$ cat src/rtl/smon_pkg.sv
package smon_pkg;

    localparam int NUM_RULES = 8;

    typedef enum int unsigned {
        RULE_CE_END    = 0,
        RULE_ADDR_SU   = 1,
        RULE_DATA_SU   = 2,
        RULE_WE_PW     = 3,
        RULE_STB_PW    = 4,
        RULE_CYCLE     = 5,
        RULE_ADDR_MOVE = 6,
        RULE_ADDR_HOLD = 7
    } rule_e;

    typedef struct packed {
        logic ce_n;
        logic we_n;
        logic lb_n;
        logic ub_n;
    } ctl_t;

    localparam ctl_t CTL_IDLE = '{ce_n: 1'b1, we_n: 1'b1, lb_n: 1'b1, ub_n: 1'b1};

    function automatic int max_of(input int a, input int b);
        return (a > b) ? a : b;
    endfunction

endpackage

$ cat src/rtl/smon_run_counter.sv
// Saturating run-length counter: restart loads 1, keep extends, otherwise 0.
module smon_run_counter #(
    parameter int RUN_W = 4
) (
    input  logic             clk,
    input  logic             rst_n,
    input  logic             keep,
    input  logic             restart,
    output logic [RUN_W-1:0] run
);
    localparam logic [RUN_W-1:0] RUN_MAX = '1;

    typedef struct packed {
        logic [RUN_W-1:0] run;
    } st_t;

    st_t st_d, st_q;

    always_comb begin
        st_d = st_q;
        if (restart) begin
            st_d.run = RUN_W'(1);
        end else if (keep) begin
            if (st_q.run != RUN_MAX) begin
                st_d.run = st_q.run + RUN_W'(1);
            end
        end else begin
            st_d.run = '0;
        end
    end

    always_ff @(posedge clk or negedge rst_n) begin
        if (!rst_n) begin
            st_q <= '0;
        end else begin
            st_q <= st_d;
        end
    end

    assign run = st_q.run;

endmodule

$ cat src/rtl/smon_change_tracker.sv
// Flags a change from the previous sample and counts samples since the last change.
module smon_change_tracker #(
    parameter int VAL_W = 16,
    parameter int RUN_W = 4
) (
    input  logic             clk,
    input  logic             rst_n,
    input  logic [VAL_W-1:0] val,
    output logic             changed,
    output logic [RUN_W-1:0] run
);
    typedef struct packed {
        logic [VAL_W-1:0] prev;
    } st_t;

    st_t st_d, st_q;

    always_comb begin
        st_d      = st_q;
        st_d.prev = val;
        changed   = (val != st_q.prev);
    end

    always_ff @(posedge clk or negedge rst_n) begin
        if (!rst_n) begin
            st_q <= '0;
        end else begin
            st_q <= st_d;
        end
    end

    smon_run_counter #(.RUN_W(RUN_W)) u_run (
        .clk     (clk),
        .rst_n   (rst_n),
        .keep    (1'b1),
        .restart (changed),
        .run     (run)
    );

endmodule

$ cat src/rtl/smon_window.sv
// Tracks the three-way overlap that forms the internal write window.
module smon_window
    import smon_pkg::*;
(
    input  logic clk,
    input  logic rst_n,
    input  ctl_t ctl,
    output logic active,
    output logic opened,
    output logic closed
);
    typedef struct packed {
        logic was_active;
    } st_t;

    st_t  st_d, st_q;
    logic any_strobe;

    always_comb begin
        any_strobe      = ~ctl.lb_n | ~ctl.ub_n;
        active          = ~ctl.ce_n & ~ctl.we_n & any_strobe;
        opened          = active & ~st_q.was_active;
        closed          = ~active & st_q.was_active;
        st_d            = st_q;
        st_d.was_active = active;
    end

    always_ff @(posedge clk or negedge rst_n) begin
        if (!rst_n) begin
            st_q <= '0;
        end else begin
            st_q <= st_d;
        end
    end

endmodule

$ cat src/rtl/smon_rules.sv
// Evaluates every timing rule, keeps sticky flags and the write counter.
module smon_rules
    import smon_pkg::*;
#(
    parameter int RUN_W       = 4,
    parameter int CNT_W       = 16,
    parameter int T_CE_END    = 4,
    parameter int T_ADDR_SU   = 5,
    parameter int T_DATA_SU   = 3,
    parameter int T_WE_PW     = 4,
    parameter int T_STB_PW    = 5,
    parameter int T_CYCLE     = 6,
    parameter int T_ADDR_HOLD = 1
) (
    input  logic                 clk,
    input  logic                 rst_n,
    input  logic                 clr,
    input  logic                 active,
    input  logic                 opened,
    input  logic                 closed,
    input  logic [RUN_W-1:0]     ce_run,
    input  logic [RUN_W-1:0]     we_run,
    input  logic [RUN_W-1:0]     stb_run,
    input  logic [RUN_W-1:0]     addr_run,
    input  logic [RUN_W-1:0]     data_run,
    input  logic                 addr_changed,
    output logic [NUM_RULES-1:0] new_viol,
    output logic [NUM_RULES-1:0] viol,
    output logic [CNT_W-1:0]     wr_count
);
    localparam int               HOLD_W    = (T_ADDR_HOLD > 1) ? $clog2(T_ADDR_HOLD) : 1;
    localparam logic [HOLD_W-1:0] HOLD_LOAD = HOLD_W'((T_ADDR_HOLD > 0) ? T_ADDR_HOLD - 1 : 0);
    localparam logic [RUN_W-1:0]  CYC_MAX   = '1;

    typedef struct packed {
        logic [NUM_RULES-1:0] viol;
        logic [CNT_W-1:0]     count;
        logic [RUN_W-1:0]     cyc;
        logic                 seen;
        logic [HOLD_W-1:0]    hold;
    } st_t;

    st_t st_d, st_q;

    always_comb begin
        new_viol = '0;

        if (closed) begin
            new_viol[RULE_CE_END]  = int'(ce_run)   < T_CE_END;
            new_viol[RULE_ADDR_SU] = int'(addr_run) < T_ADDR_SU;
            new_viol[RULE_DATA_SU] = int'(data_run) < T_DATA_SU;
            new_viol[RULE_WE_PW]   = int'(we_run)   < T_WE_PW;
            new_viol[RULE_STB_PW]  = int'(stb_run)  < T_STB_PW;
            if (T_ADDR_HOLD > 0) begin
                new_viol[RULE_ADDR_HOLD] = addr_changed;
            end
        end else if (st_q.hold != '0) begin
            new_viol[RULE_ADDR_HOLD] = addr_changed;
        end

        if (opened && st_q.seen) begin
            new_viol[RULE_CYCLE] = int'(st_q.cyc) < T_CYCLE;
        end

        if (active && !opened) begin
            new_viol[RULE_ADDR_MOVE] = addr_changed;
        end

        st_d      = st_q;
        st_d.viol = (clr ? '0 : st_q.viol) | new_viol;

        if (closed) begin
            st_d.count = st_q.count + CNT_W'(1);
        end

        if (opened) begin
            st_d.cyc  = RUN_W'(1);
            st_d.seen = 1'b1;
        end else if (st_q.cyc != CYC_MAX) begin
            st_d.cyc = st_q.cyc + RUN_W'(1);
        end

        if (closed) begin
            st_d.hold = HOLD_LOAD;
        end else if (st_q.hold != '0) begin
            st_d.hold = st_q.hold - HOLD_W'(1);
        end
    end

    always_ff @(posedge clk or negedge rst_n) begin
        if (!rst_n) begin
            st_q <= '0;
        end else begin
            st_q <= st_d;
        end
    end

    assign viol     = st_q.viol;
    assign wr_count = st_q.count;

endmodule

$ cat src/rtl/sram_write_monitor.sv
module sram_write_monitor
    import smon_pkg::*;
#(
    parameter int ADDR_W      = 16,
    parameter int DATA_W      = 16,
    parameter int CNT_W       = 16,
    parameter int T_CE_END    = 4,
    parameter int T_ADDR_SU   = 5,
    parameter int T_DATA_SU   = 3,
    parameter int T_WE_PW     = 4,
    parameter int T_STB_PW    = 5,
    parameter int T_CYCLE     = 6,
    parameter int T_ADDR_HOLD = 1
) (
    input  logic                 clk,
    input  logic                 rst_n,
    input  logic                 clr,
    input  logic                 ce_n,
    input  logic                 we_n,
    input  logic                 lb_n,
    input  logic                 ub_n,
    input  logic [ADDR_W-1:0]    addr,
    input  logic [DATA_W-1:0]    data,
    output logic [NUM_RULES-1:0] viol,
    output logic [CNT_W-1:0]     wr_count
);
    localparam int T_MAX = max_of(max_of(max_of(T_CE_END, T_ADDR_SU), max_of(T_DATA_SU, T_WE_PW)),
                                  max_of(T_STB_PW, T_CYCLE));
    localparam int RUN_W   = $clog2(T_MAX + 2);
    localparam int NUM_LVL = 3;
    localparam int LVL_CE  = 0;
    localparam int LVL_WE  = 1;
    localparam int LVL_STB = 2;

    typedef struct packed {
        ctl_t              ctl;
        logic [ADDR_W-1:0] addr;
        logic [DATA_W-1:0] data;
    } samp_t;

    samp_t samp_d, samp_q;

    always_comb begin
        samp_d      = samp_q;
        samp_d.ctl  = '{ce_n: ce_n, we_n: we_n, lb_n: lb_n, ub_n: ub_n};
        samp_d.addr = addr;
        samp_d.data = data;
    end

    always_ff @(posedge clk or negedge rst_n) begin
        if (!rst_n) begin
            samp_q <= '{ctl: CTL_IDLE, addr: '0, data: '0};
        end else begin
            samp_q <= samp_d;
        end
    end

    logic win_now, win_open, win_close;

    smon_window u_window (
        .clk    (clk),
        .rst_n  (rst_n),
        .ctl    (samp_q.ctl),
        .active (win_now),
        .opened (win_open),
        .closed (win_close)
    );

    logic [NUM_LVL-1:0] lvl_cond;
    logic [RUN_W-1:0]   lvl_run [NUM_LVL];

    always_comb begin
        lvl_cond          = '0;
        lvl_cond[LVL_CE]  = ~samp_q.ctl.ce_n;
        lvl_cond[LVL_WE]  = ~samp_q.ctl.we_n;
        lvl_cond[LVL_STB] = ~samp_q.ctl.lb_n | ~samp_q.ctl.ub_n;
    end

    for (genvar g = 0; g < NUM_LVL; g++) begin : g_lvl
        smon_run_counter #(.RUN_W(RUN_W)) u_lvl (
            .clk     (clk),
            .rst_n   (rst_n),
            .keep    (lvl_cond[g]),
            .restart (1'b0),
            .run     (lvl_run[g])
        );
    end

    logic             addr_changed, data_changed;
    logic [RUN_W-1:0] addr_run, data_run;

    smon_change_tracker #(.VAL_W(ADDR_W), .RUN_W(RUN_W)) u_addr_trk (
        .clk     (clk),
        .rst_n   (rst_n),
        .val     (samp_q.addr),
        .changed (addr_changed),
        .run     (addr_run)
    );

    smon_change_tracker #(.VAL_W(DATA_W), .RUN_W(RUN_W)) u_data_trk (
        .clk     (clk),
        .rst_n   (rst_n),
        .val     (samp_q.data),
        .changed (data_changed),
        .run     (data_run)
    );

    logic                 data_moved_in_window;
    logic [NUM_RULES-1:0] new_viol;

    // Data may legally move inside the window; only its run length matters.
    assign data_moved_in_window = data_changed & win_now;

    smon_rules #(
        .RUN_W       (RUN_W),
        .CNT_W       (CNT_W),
        .T_CE_END    (T_CE_END),
        .T_ADDR_SU   (T_ADDR_SU),
        .T_DATA_SU   (T_DATA_SU),
        .T_WE_PW     (T_WE_PW),
        .T_STB_PW    (T_STB_PW),
        .T_CYCLE     (T_CYCLE),
        .T_ADDR_HOLD (T_ADDR_HOLD)
    ) u_rules (
        .clk          (clk),
        .rst_n        (rst_n),
        .clr          (clr),
        .active       (win_now),
        .opened       (win_open),
        .closed       (win_close),
        .ce_run       (lvl_run[LVL_CE]),
        .we_run       (lvl_run[LVL_WE]),
        .stb_run      (lvl_run[LVL_STB]),
        .addr_run     (addr_run),
        .data_run     (data_run),
        .addr_changed (addr_changed),
        .new_viol     (new_viol),
        .viol         (viol),
        .wr_count     (wr_count)
    );

endmodule

$ cat config.mk
export PLATFORM = sky130hd
export DESIGN_NAME = sram_write_monitor
export DESIGN_NICKNAME = d
export VERILOG_FILES = /design/src/rtl/smon_pkg.sv /design/src/rtl/smon_run_counter.sv /design/src/rtl/smon_change_tracker.sv /design/src/rtl/smon_window.sv /design/src/rtl/smon_rules.sv /design/src/rtl/sram_write_monitor.sv
export SDC_FILE = /design/constraint.sdc
export NUM_CORES = 1
export LEC_CHECK = 0
export ABC_CLOCK_PERIOD_IN_PS = 2200
export BUFFER_PORTS_ARGS = -buffer_cell sky130_fd_sc_hd__buf_2
export CELL_PAD_IN_SITES_DETAIL_PLACEMENT = 0
export CELL_PAD_IN_SITES_GLOBAL_PLACEMENT = 2
export CORE_MARGIN = 2
export CORE_UTILIZATION = 39
export DETAILED_ROUTE_END_ITERATION = 8
export GPL_TIMING_DRIVEN = 0
export PLACE_DENSITY_LB_ADDON = 0.1
export SETUP_SLACK_MARGIN = 0.5
export SYNTH_ARGS = -nofsm -noshare
export SYNTH_HDL_FRONTEND = slang
export SYNTH_HIERARCHICAL = 1
export SYNTH_SLANG_ARGS = --single-unit
$ cat constraint.sdc
create_clock -name clk -period 2.2 [get_ports clk]
set_input_delay 0.44 -clock clk [delete_from_list [all_inputs] [get_ports clk]]
set_output_delay 0.44 -clock clk [all_outputs]
set_load 0.05 [all_outputs]
==> summary.md, run 1 <==
| Metric | Value |
|---|---|
| Status | `completed` |
| Crit-path max cell delay | `between 0.4 and 0.5 ns` |
| Die ar. | `0.0118 mm²` |
| DP Area | `around 0.0048 mm²` |
| Final worst path period need | `roughly 1.6 ns` |
| Buffers on Ports | `62` |
| Post-synth cell types | `27` |
| Row count | `38` |
| Vias after detailed routing | `about 2300` |
| RSZ-0062 raised after global routing | `true` |
| CP Buf/Inv Count | `2` |
| CTS clock-pin slew for the worst setup and hold paths | `about 0.11 ns` |
| Fin crit share | `0.746` |
| Antenna violations before repair | `0` |
| CTS Sinks | `between 100 and 150` |
| Die Wd | `109 µm` |
| LEAKAGE | `between 2 and 3 nW` |
| Mapped Cells | `roughly 310` |
| CP required | `approximately 1.8 ns` |
| Crit path DAT | `between 1 and 1.5 ns` |
| Core area | `~0.011 mm²` |
| Post-synthesis sequential area ratio | `0.657` |
| Reg2Reg Depth | `7` |
| Worst Setup End Kind | `primary output` |
| Post-synthesis simple-gate area fraction | `0.0843` |
| Main flop type after synthesis | `dfrtp_1` |
| Worst slew margin | `0.568` |
| Clk_lat worst skew | `roughly 0.38 ns` |
| Filler cell count | `approximately 1000` |
| Post-synthesis adder-cell area fraction | `0.0380` |
| CP delay by family, top | `flip-flops` |
| H-tree lvl count | `3` |
| Post-Place Setup Slack | `around 0.44 ns` |
| # diodes | `0` |
| Hold Crit Class | `in -> async` |
| Max-slew violations | `0` |
| Pwr/cell area | `843 mW/mm²` |
| CTS Root Cell | `clkbuf_8` |
| Max_cap viols | `0` |
| Synth Register Bits | `~110` |
| Avg WL per Cell | `~12 µm` |
| Total grt overflow | `0` |
| Setup crit start kind | `flip-flop` |
| CTS max path bufs | `2` |
| Final Core Density | `0.475` |
| Peak VDD IR | `around 0.52 mV` |
| Kind of critical path | `reg -> out` |
| Synth Area in Compound Gates | `0.0322` |
| Ys Warns | `6` |
| Drc violations | `0` |
| Starting Density | `0.398` |
| CP Depth | `2` |
| Post-synth EDFFs | `0` |
| Iteration count of the initial detailed-routing pass | `4` |
| Slowest-stage cell, CP | `dfrtp_2` |
| Setup Skew | `~0.0075 ns` |
| Multiplexer share of the synthesized area | `0.0307` |
| Worst-Margin Slew | `0.648 ns` |
| Mapped Area | `0.00428 mm²` |
| Gp weighted congestion | `0.682` |
| First-pass GRT wire length | `between 10 and 15 mm` |
| Nets@finish | `roughly 440` |
| ANT nets after route | `0` |
| Fin. Hold Viols | `0` |
| Critical path cell sequence | `buf_4 > clkbuf_4` |
| CTS tree | `yes` |
| Routed wire length | `6.24 mm` |
| Share of layout cells above drive strength 1 | `0.333` |
| Overall power | `4.30 mW` |
| Max Freq | `approximately 610 MHz` |
| Placed cells | `a little over 500` |
| Syn_area_per_cell | `14.0 µm²` |
| Non-Filler Instances | `between 500 and 600` |
| DPL Wire Length | `4.27 mm` |
| Async S/R FF share, synth | `1.00` |
| GRT Resource Usage Total | `0.120` |
| Max FO, Critical Path | `7` |
| Die Y | `around 110 µm` |
| Top Ports | `between 60 and 70` |
| Register area | `0.00282 mm²` |
| Post-CTS Hold Buffers | `0` |
| CTS Buf Count | `9` |
| R2R Setup Slk | `0.58 ns` |
| Area of the multi-input gates | `0.00134 mm²` |
| Syn-to-layout area delta | `19.4%` |
| Avg Vias per Cell | `4.34` |
| Largest net degree at the start of global routing | `65` |
| Final setup vio count | `0` |
| Final instance area | `0.00510 mm²` |
| Initial DRC Count | `29` |
| Setup ws final | `~0.56 ns` |
| Xor/xnor share of the synthesized area | `0.109` |
| Main combinational cell family by area after synthesis | `XOR/XNOR gates` |
| Vias in the first global route | `2325` |
registers in the layout (all words and copies together) (netlist names), 4 cells and up:
register          flops
u_rules/viol          8
u_rules/st_q          4
u_addr_trk/st_q      16
samp_q               36
u_data_trk/st_q      16
g_lvl.u_lvl/run       9
u_rules/wr_count     16
per-layer routing:
layer	share of wire	track usage	vias to the layer above
li1	-	-	1160
met1	0.46	0.150	1110
met2	0.47	0.188	47
met3	0.058	0.0502	7
met4	0.014	0.0412	0
met5	0	0	-
path summary, 6_finish.rpt:
kind | start | endpoint
setup / recovery | u_rules/wr_count[7] | wr_count[7]
hold / removal | rst_n | samp_q[9]
setup reg to reg | samp_q[33] | u_rules/wr_count[5]
hold reg to reg | samp_q[23] | u_addr_trk/st_q[7]
max in group asynchronous | rst_n | u_rules/wr_count[2]
min in group clk | we_n | samp_q[34]
synth_stat cells (2+ instances only):
library cell  instances  area share
dfrtp_1             108        0.63
xor2_1               45       0.092
buf_4                24       0.042
nor2_1               21       0.018
a21o_1               13       0.023
ha_1                 13       0.038
mux2i_1              12       0.028
nor4_1               12       0.018
nand2_1               9      0.0079
nand4_1               8       0.012
xnor2_1               8       0.016
nand2b_1              6      0.0088
dfstp_2               4       0.025
inv_1                 4      0.0035
conb_1                3      0.0026
nor3_1                3      0.0035
nand4_4               2       0.010
o21a_1                2      0.0035
final cells by class:
cell class              instances  share of cell area
multi-input cells             172               0.262
clock inverters                 6              0.0118
inverters                       4             0.00294
plain buffers                  25              0.0368
repair buffers                 68              0.0755
flip-flops and latches        112               0.552
well taps                     140              0.0343
clock buffers                   9              0.0243
report_power, final:
group          leakage, nW  internal [mW]  switching (mW)
combinational         1.13          0.322           0.440
sequential            1.34           2.23           0.151
clock               0.0960          0.440           0.718
total                 2.57           3.00            1.31
layout by cell type, fill, tap and decap left out, types with 6 or more instances in the layout:
master,count
a21o_1,13
clkbuf_8,9
conb_1,10
dfrtp_2,9
nand4_1,8
nor2_1,21
nor4_1,8
buf_2,58
mux2i_1,12
nand2_1,9
xor2_1,45
dfrtp_1,99
buf_4,31
ha_1,13
xnor2_1,8
nand2b_1,6
cells by family (layout without fill, tap and decap cells):
kind of cell	count (synthesis)	in the layout
AOI/OAI and AO/OA	18	18
xor gates and xnor gates	53	53
adders and majority gates	13	13
buffers and inverters	29	112
DFF	112	112
muxes	13	13
other	3	10
and+or+nand+nor	65	65
through the flow:
stage | TNS [ns] | hold slack [ns]
after global routing | 0 | 0.0995
final | 0 | 0.0696
after detailed placement | 0 | 0.380
after floorplan | 0 | 0.144
after global placement | -66.20 | 0.378
after CTS | 0 | 0.0946
what timing repair did:
| action | 4_1_cts | 5_1_grt |
|---|---|---|
| buffers inserted | 0 | 5 |
| gates resized for setup | 8 | 12 |
| pin swaps | 1 | 6 |
| endpoints found under the setup margin | 10 | 18 |
(Power assumes the default switching activity.)
==> run 2: changes to the inputs <==
--- a/config.mk
+++ b/config.mk
@@ -5,12 +5,12 @@
 export SDC_FILE = /design/constraint.sdc
 export NUM_CORES = 1
 export LEC_CHECK = 0
-export ABC_CLOCK_PERIOD_IN_PS = 2200
+export ABC_CLOCK_PERIOD_IN_PS = 1400
 export BUFFER_PORTS_ARGS = -buffer_cell sky130_fd_sc_hd__buf_2
 export CELL_PAD_IN_SITES_DETAIL_PLACEMENT = 0
 export CELL_PAD_IN_SITES_GLOBAL_PLACEMENT = 2
 export CORE_MARGIN = 2
-export CORE_UTILIZATION = 39
+export CORE_UTILIZATION = 35
 export DETAILED_ROUTE_END_ITERATION = 8
 export GPL_TIMING_DRIVEN = 0
 export PLACE_DENSITY_LB_ADDON = 0.1
==> constraint.sdc (replaced) <==
create_clock -name clk -period 1.4 [get_ports clk]
set_input_delay 0.28 -clock clk [delete_from_list [all_inputs] [get_ports clk]]
set_output_delay 0.28 -clock clk [all_outputs]
set_load 0.05 [all_outputs]
==> run 2 against run 1 <==
- the run now ends with hold timing, setup timing left
- setup slack got worse by 0.77 ns
- sequential share of layout area shrank 10 points
- combinational power rose to 2.8 times the previous value
- core utilization rose by 5.1 points
- critical path type is now reg -> reg
- largest power group unchanged
==> summary.md, run 2 (synthesized netlist as in run 1, its figures left out) <==
| Metric | Value |
|---|---|
| Drc violations | `0` |
| Fin. Hold Viols | `42` |
| Failing checks | `hold timing, setup timing` |
| Register area | `about 0.0028 mm²` |
| Kind of critical path | `reg -> reg` |
| Internal cell power | `~5.9 mW` |
| Die ar. | `0.0131 mm²` |
| Setup ws final | `-0.214 ns` |
| Total grt overflow | `0` |
| Antenna violations before repair | `0` |
| Filler cell count | `1056` |
| Starting Density | `0.357` |
| CTS tree | `yes` |
| DPL Wire Length | `~4.6 mm` |
| Share of layout cells above drive strength 1 | `0.507` |
| Status | `finished with violations` |
| Max-slew violations | `0` |
| Clock power share | `0.301` |
| Die Wd | `about 110 µm` |
| Top reg by flops | `samp_q` |
| Die Y | `around 110 µm` |
| Crit path DAT | `around 1.9 ns` |
| Comb power frac | `0.254` |
| Flop pwr share | `0.445` |
| Sw frac | `0.292` |
| Number of flip-flops under the largest register name | `36` |
| Iteration count of the initial detailed-routing pass | `3` |
| Nets@finish | `between 500 and 600` |
| Peak VDD IR | `around 1.0 mV` |
| Avg WL per Cell | `about 12 µm` |
| Max_cap viols | `0` |
| Gp weighted congestion | `roughly 0.69` |
| Final setup vio count | `26` |
| # diodes | `0` |
| Routed wire length | `around 7.4 mm` |
| Max Freq | `slightly above 600 MHz` |
| Row count | `40` |
| ANT nets after route | `0` |
| Worst Setup End Kind | `flip-flop` |
| Initial DRC Count | `65` |
| Worst hold slack | `-0.156 ns` |
| Buffers on Ports | `between 60 and 70` |
| Vias in the first global route | `between 2000 and 3000` |
| Switch Pwr | `between 2 and 2.5 mW` |
| Pwr/cell area | `around 1300 mW/mm²` |
| Core area | `around 0.012 mm²` |
| CTS Root Cell | `clkbuf_16` |
| Placed cells | `~520` |
| Max FO, Critical Path | `6` |
| Non-Filler Instances | `about 600` |
| Setup Skew | `about 0.007 ns` |
| CTS max path bufs | `2` |
| CTS clock-pin slew for the worst setup and hold paths | `0.08 ns` |
| TNS Setup | `-2.91 ns` |
| Largest net degree at the start of global routing | `67` |
| LEAKAGE | `roughly 3 nW` |
| Top Ports | `63` |
| CTS Buf Count | `9` |
| Clk_lat worst skew | `between 0.3 and 0.4 ns` |
| Most frequent cells in the layout | `100 x dfrtp_1, 52 x buf_4, 45 x xor2_1` |
| Post-Place Setup Slack | `-0.378 ns` |
| RSZ-0062 raised after global routing | `true` |
| Fin crit share | `1.15` |
| GRT Resource Usage Total | `0.125` |
| Avg Vias per Cell | `~4.3` |
| CTS Sinks | `112` |
| Setup crit start kind | `flip-flop` |
| Commonest non-fill, non-tap cell in the layout | `dfrtp_1` |
| Vias after detailed routing | `~2600` |
| CP required | `between 1.5 and 2 ns` |
| Final worst path period need | `1.61 ns` |
| Syn-to-layout area delta | `47.1%` |
| Area of the multi-input gates | `0.00158 mm²` |
| H-tree lvl count | `3` |
| Hold Crit Class | `in -> async` |
| First-pass GRT wire length | `around 13 mm` |
[run 2: cell types whose count changed in the layout (fill, tap and decap cells not counted), moves of 5 or more]
| cell | delta |
|---|---|
| buf_4 | +21 |
| buf_6 | +34 |
| nor2_2 | +11 |
| ha_4 | +5 |
| nor2_1 | -13 |
| buf_2 | -21 |
| ha_2 | +5 |
| ha_1 | -10 |
| clkbuf_8 | -9 |
| clkbuf_16 | +9 |
| buf_8 | +24 |
[run 2: layer usage]
layer	vias to the layer above	GRT usage	routed length (µm)
met4	0	0.0561	148
met2	39	0.191	3590
met5	-	0	0
met3	9	0.0397	272
li1	1280	-	-
met1	1233	0.164	3410
[run 2: layout make-up]
type                    instances  area share
multi-input cells             172       0.252
flip-flops and latches        112       0.448
clock inverters                 7      0.0117
plain buffers                  25      0.0448
clock buffers                   9      0.0358
repair buffers                125       0.176
inverters                       4     0.00298
well taps                     147      0.0292
[run 2: power by group through the flow]
stage	clock [mW]	sequential, mW	combinational, mW
global route	2.74	3.77	2.31
finish	2.52	3.73	2.13
detailed placement	0	3.86	1.22
CTS	2.64	3.74	1.97
floorplan	0	3.80	0.933
global placement	0	3.85	1.20
[run 2: through the flow]
stage | power [mW] | hold WS, ns | area, µm² | util
finish | 8.39 | -0.156 | 6290 | 0.526
global route | 8.82 | -0.146 | 6290 | 0.526
CTS | 8.35 | -0.147 | 5990 | 0.501
detailed placement | 5.08 | 0.242 | 5000 | 0.418
global placement | 5.05 | 0.377 | 4970 | 0.415
floorplan | 4.73 | -0.0156 | 4470 | -
[run 2: worst paths after layout]
check | start | end | slack [ns] | cells after the start
min in group clk | ub_n | samp_q[32] | 0.02 | 1
worst max-delay path | samp_q[32] | u_rules/wr_count[11] | -0.21 | 7
max in group asynchronous | rst_n | u_rules/viol[3] | 0.90 | 2
worst max register to register | samp_q[32] | u_rules/wr_count[11] | -0.21 | 7
worst min-delay path | rst_n | samp_q[15] | -0.16 | 1
worst min register to register | samp_q[18] | u_addr_trk/st_q[2] | 0.39 | 0
[run 2: critical path, stage by stage (launching register included)]
cell and delay (ns):
dfstp_2 0.56, a211oi_4 0.07, nor2b_2 0.14, buf_6 0.14, nand4_4 0.16, buf_4 0.19
nor4_4 0.13, xor2_1 0.16
[run 2: what timing repair did]
action / in CTS / in global routing
resized for setup: 104 / 34
pin swaps: 13 / 19
endpoints found under the hold margin: 42 / 42
endpoints found under the setup margin: 67 / 68
buffers inserted: 37 / 25
==> run 3: changes to the inputs <==
--- a/config.mk
+++ b/config.mk
@@ -15,6 +15,7 @@
 export GPL_TIMING_DRIVEN = 0
 export PLACE_DENSITY_LB_ADDON = 0.1
 export SETUP_SLACK_MARGIN = 0.5
+export SKIP_LAST_GASP = 1
 export SYNTH_ARGS = -nofsm -noshare
 export SYNTH_HDL_FRONTEND = slang
 export SYNTH_HIERARCHICAL = 1
==> run 3 against run 2 <==
- the run still ends with hold timing, setup timing left
- via count barely moved
- final cell count fell by 0.17%
- setup slack barely moved
- first-iteration DRC count did not move
- largest power group unchanged
==> summary.md, run 3 (synthesized netlist as in run 1, its figures left out) <==
| Metric | Value |
|---|---|
| Status | `finished with violations` |
| Failing checks | `hold timing, setup timing` |
| Antenna violations before repair | `0` |
| Fin. Hold Viols | `42` |
| Clk_lat worst skew | `about 0.35 ns` |
| Die ar. | `about 0.013 mm²` |
| Reg2Reg Depth | `7` |
| Die Y | `between 100 and 150 µm` |
| Max Freq | `between 600 and 700 MHz` |
| Top reg by flops | `samp_q` |
| Comb power frac | `0.248` |
| Largest net degree at the start of global routing | `67` |
| Nets@finish | `500` |
| R2R Setup Slk | `-0.21 ns` |
| Clock power share | `0.303` |
| H-tree lvl count | `3` |
| Sw frac | `0.291` |
| Vias after detailed routing | `2563` |
| DP Area | `~0.005 mm²` |
| Fin crit share | `1.15` |
| Avg Vias per Cell | `about 4.3` |
| Non-Filler Instances | `600` |
| Max_cap viols | `0` |
| CTS tree | `yes` |
| CTS max path bufs | `2` |
| Switch Pwr | `between 2 and 2.5 mW` |
| Flop pwr share | `0.449` |
| Worst setup startpoint | `samp_q[32]` |
| Core area | `around 0.012 mm²` |
| Top Ports | `63` |
| RSZ-0062 raised after global routing | `true` |
| CTS Root Cell | `clkbuf_16` |
| Vias in the first global route | `2607` |
| Number of flip-flops under the largest register name | `36` |
| ANT nets after route | `0` |
| Metal2 WL | `3.63 mm` |
| Row count | `40` |
| Routed wire length | `approximately 7.4 mm` |
| Setup Skew | `0.00742 ns` |
| Commonest non-fill, non-tap cell in the layout | `dfrtp_1` |
| # diodes | `0` |
| TNS Setup | `-2.86 ns` |
| Setup ws final | `-0.214 ns` |
| Overall power | `8.32 mW` |
| Worst Setup End Kind | `flip-flop` |
| Hold Crit Class | `in -> async` |
| LEAKAGE | `3.02 nW` |
| Peak VDD IR | `slightly above 1 mV` |
| Kind of critical path | `reg -> reg` |
| Pwr/cell area | `~1300 mW/mm²` |
| Worst hold slack | `-0.156 ns` |
| Syn-to-layout area delta | `45.6%` |
| Iteration count of the initial detailed-routing pass | `4` |
| Worst r2r src | `samp_q[32]` |
| Setup crit start kind | `flip-flop` |
| Post-Place Setup Slack | `-0.378 ns` |
| GRT Resource Usage Total | `0.125` |
| DPL Wire Length | `approximately 4.6 mm` |
| Share of layout cells above drive strength 1 | `0.497` |
| CTS clock-pin slew for the worst setup and hold paths | `around 0.08 ns` |
| Avg WL per Cell | `approximately 12 µm` |
| Final Core Density | `0.520` |
| Final worst path period need | `~1.6 ns` |
| Die Wd | `roughly 110 µm` |
| Drc violations | `0` |
| Final setup vio count | `25` |
| Buffers on Ports | `between 60 and 70` |
| CTS Buf Count | `9` |
| R2r endpoint | `u_rules/wr_count[11]` |
| Final instance area | `between 0.006 and 0.007 mm²` |
| Starting Density | `0.357` |
| Placed cells | `roughly 520` |
| CP endpoint | `u_rules/wr_count[11]` |
| Max FO, Critical Path | `6` |
| Crit path DAT | `1.90 ns` |
| Total grt overflow | `0` |
| Met1 wire length | `~3.4 mm` |
| Top Layer Used | `met4` |
| Most frequent cells in the layout | `100 x dfrtp_1, 52 x buf_4, 45 x xor2_1` |
| First-pass GRT wire length | `around 13 mm` |
| CP required | `1.68 ns` |
| Met3 Wirelength | `~270 µm` |
| Max-slew violations | `0` |
| Filler cell count | `about 1100` |
| Gp weighted congestion | `0.693` |
| CTS Sinks | `around 110` |
| Internal cell power | `about 6 mW` |
| Initial DRC Count | `65` |
[run 3: how the worst min path moves through the flow]
stage	start	end	slack [ns]	depth (start not counted)
after floorplan	rst_n	g_lvl[0].u_lvl/run[0]	-0.02	0
after detailed placement	rst_n	samp_q[15]	0.24	1
after CTS	rst_n	samp_q[15]	-0.15	1
after global placement	samp_q[4]	u_data_trk/st_q[4]	0.38	0
after global routing	rst_n	samp_q[15]	-0.15	1
final	rst_n	samp_q[15]	-0.16	1
[run 3: routing by layer]
metal / global-route usage / vias to the layer above
met4: 0.0561 / 0
met3: 0.0397 / 9
met5: 0 / -
met2: 0.192 / 39
li1: - / 1274
met1: 0.163 / 1241
[run 3: cell type report]
cell class / instances / area [µm²] / area share
clock buffers: 9 / 225 / 0.0362
clock inverters: 7 / 73.8 / 0.0119
inverters: 4 / 18.8 / 0.00302
flip-flops and latches: 112 / 2820 / 0.453
well taps: 147 / 184 / 0.0295
repair buffers: 124 / 1080 / 0.173
multi-input cells: 172 / 1550 / 0.248
plain buffers: 25 / 282 / 0.0452
[run 3: timing repair]
item / CTS / global route
resized for setup: 93 / 33
buffers inserted: 37 / 24
hold endpoints to repair: 42 / 42
endpoints found under the setup margin: 67 / 68
pin swaps: 11 / 14
gates cloned: 0 / 0
[run 3: critical path, stage by stage (launching register included)]
cell and delay (ns):
dfstp_2 0.56, a211oi_4 0.07, nor2b_2 0.14, buf_6 0.14, nand4_4 0.16, buf_4 0.19
nor4_4 0.13, xor2_1 0.16
[run 3: power by group through the flow]
stage               logic (mW)  clock network [mW]  registers [mW]
floorplan                0.933                   0            3.80
global placement          1.20                   0            3.85
detailed placement        1.22                   0            3.86
CTS                       1.91                2.64            3.74
global route              2.24                2.74            3.77
finish                    2.07                2.52            3.73
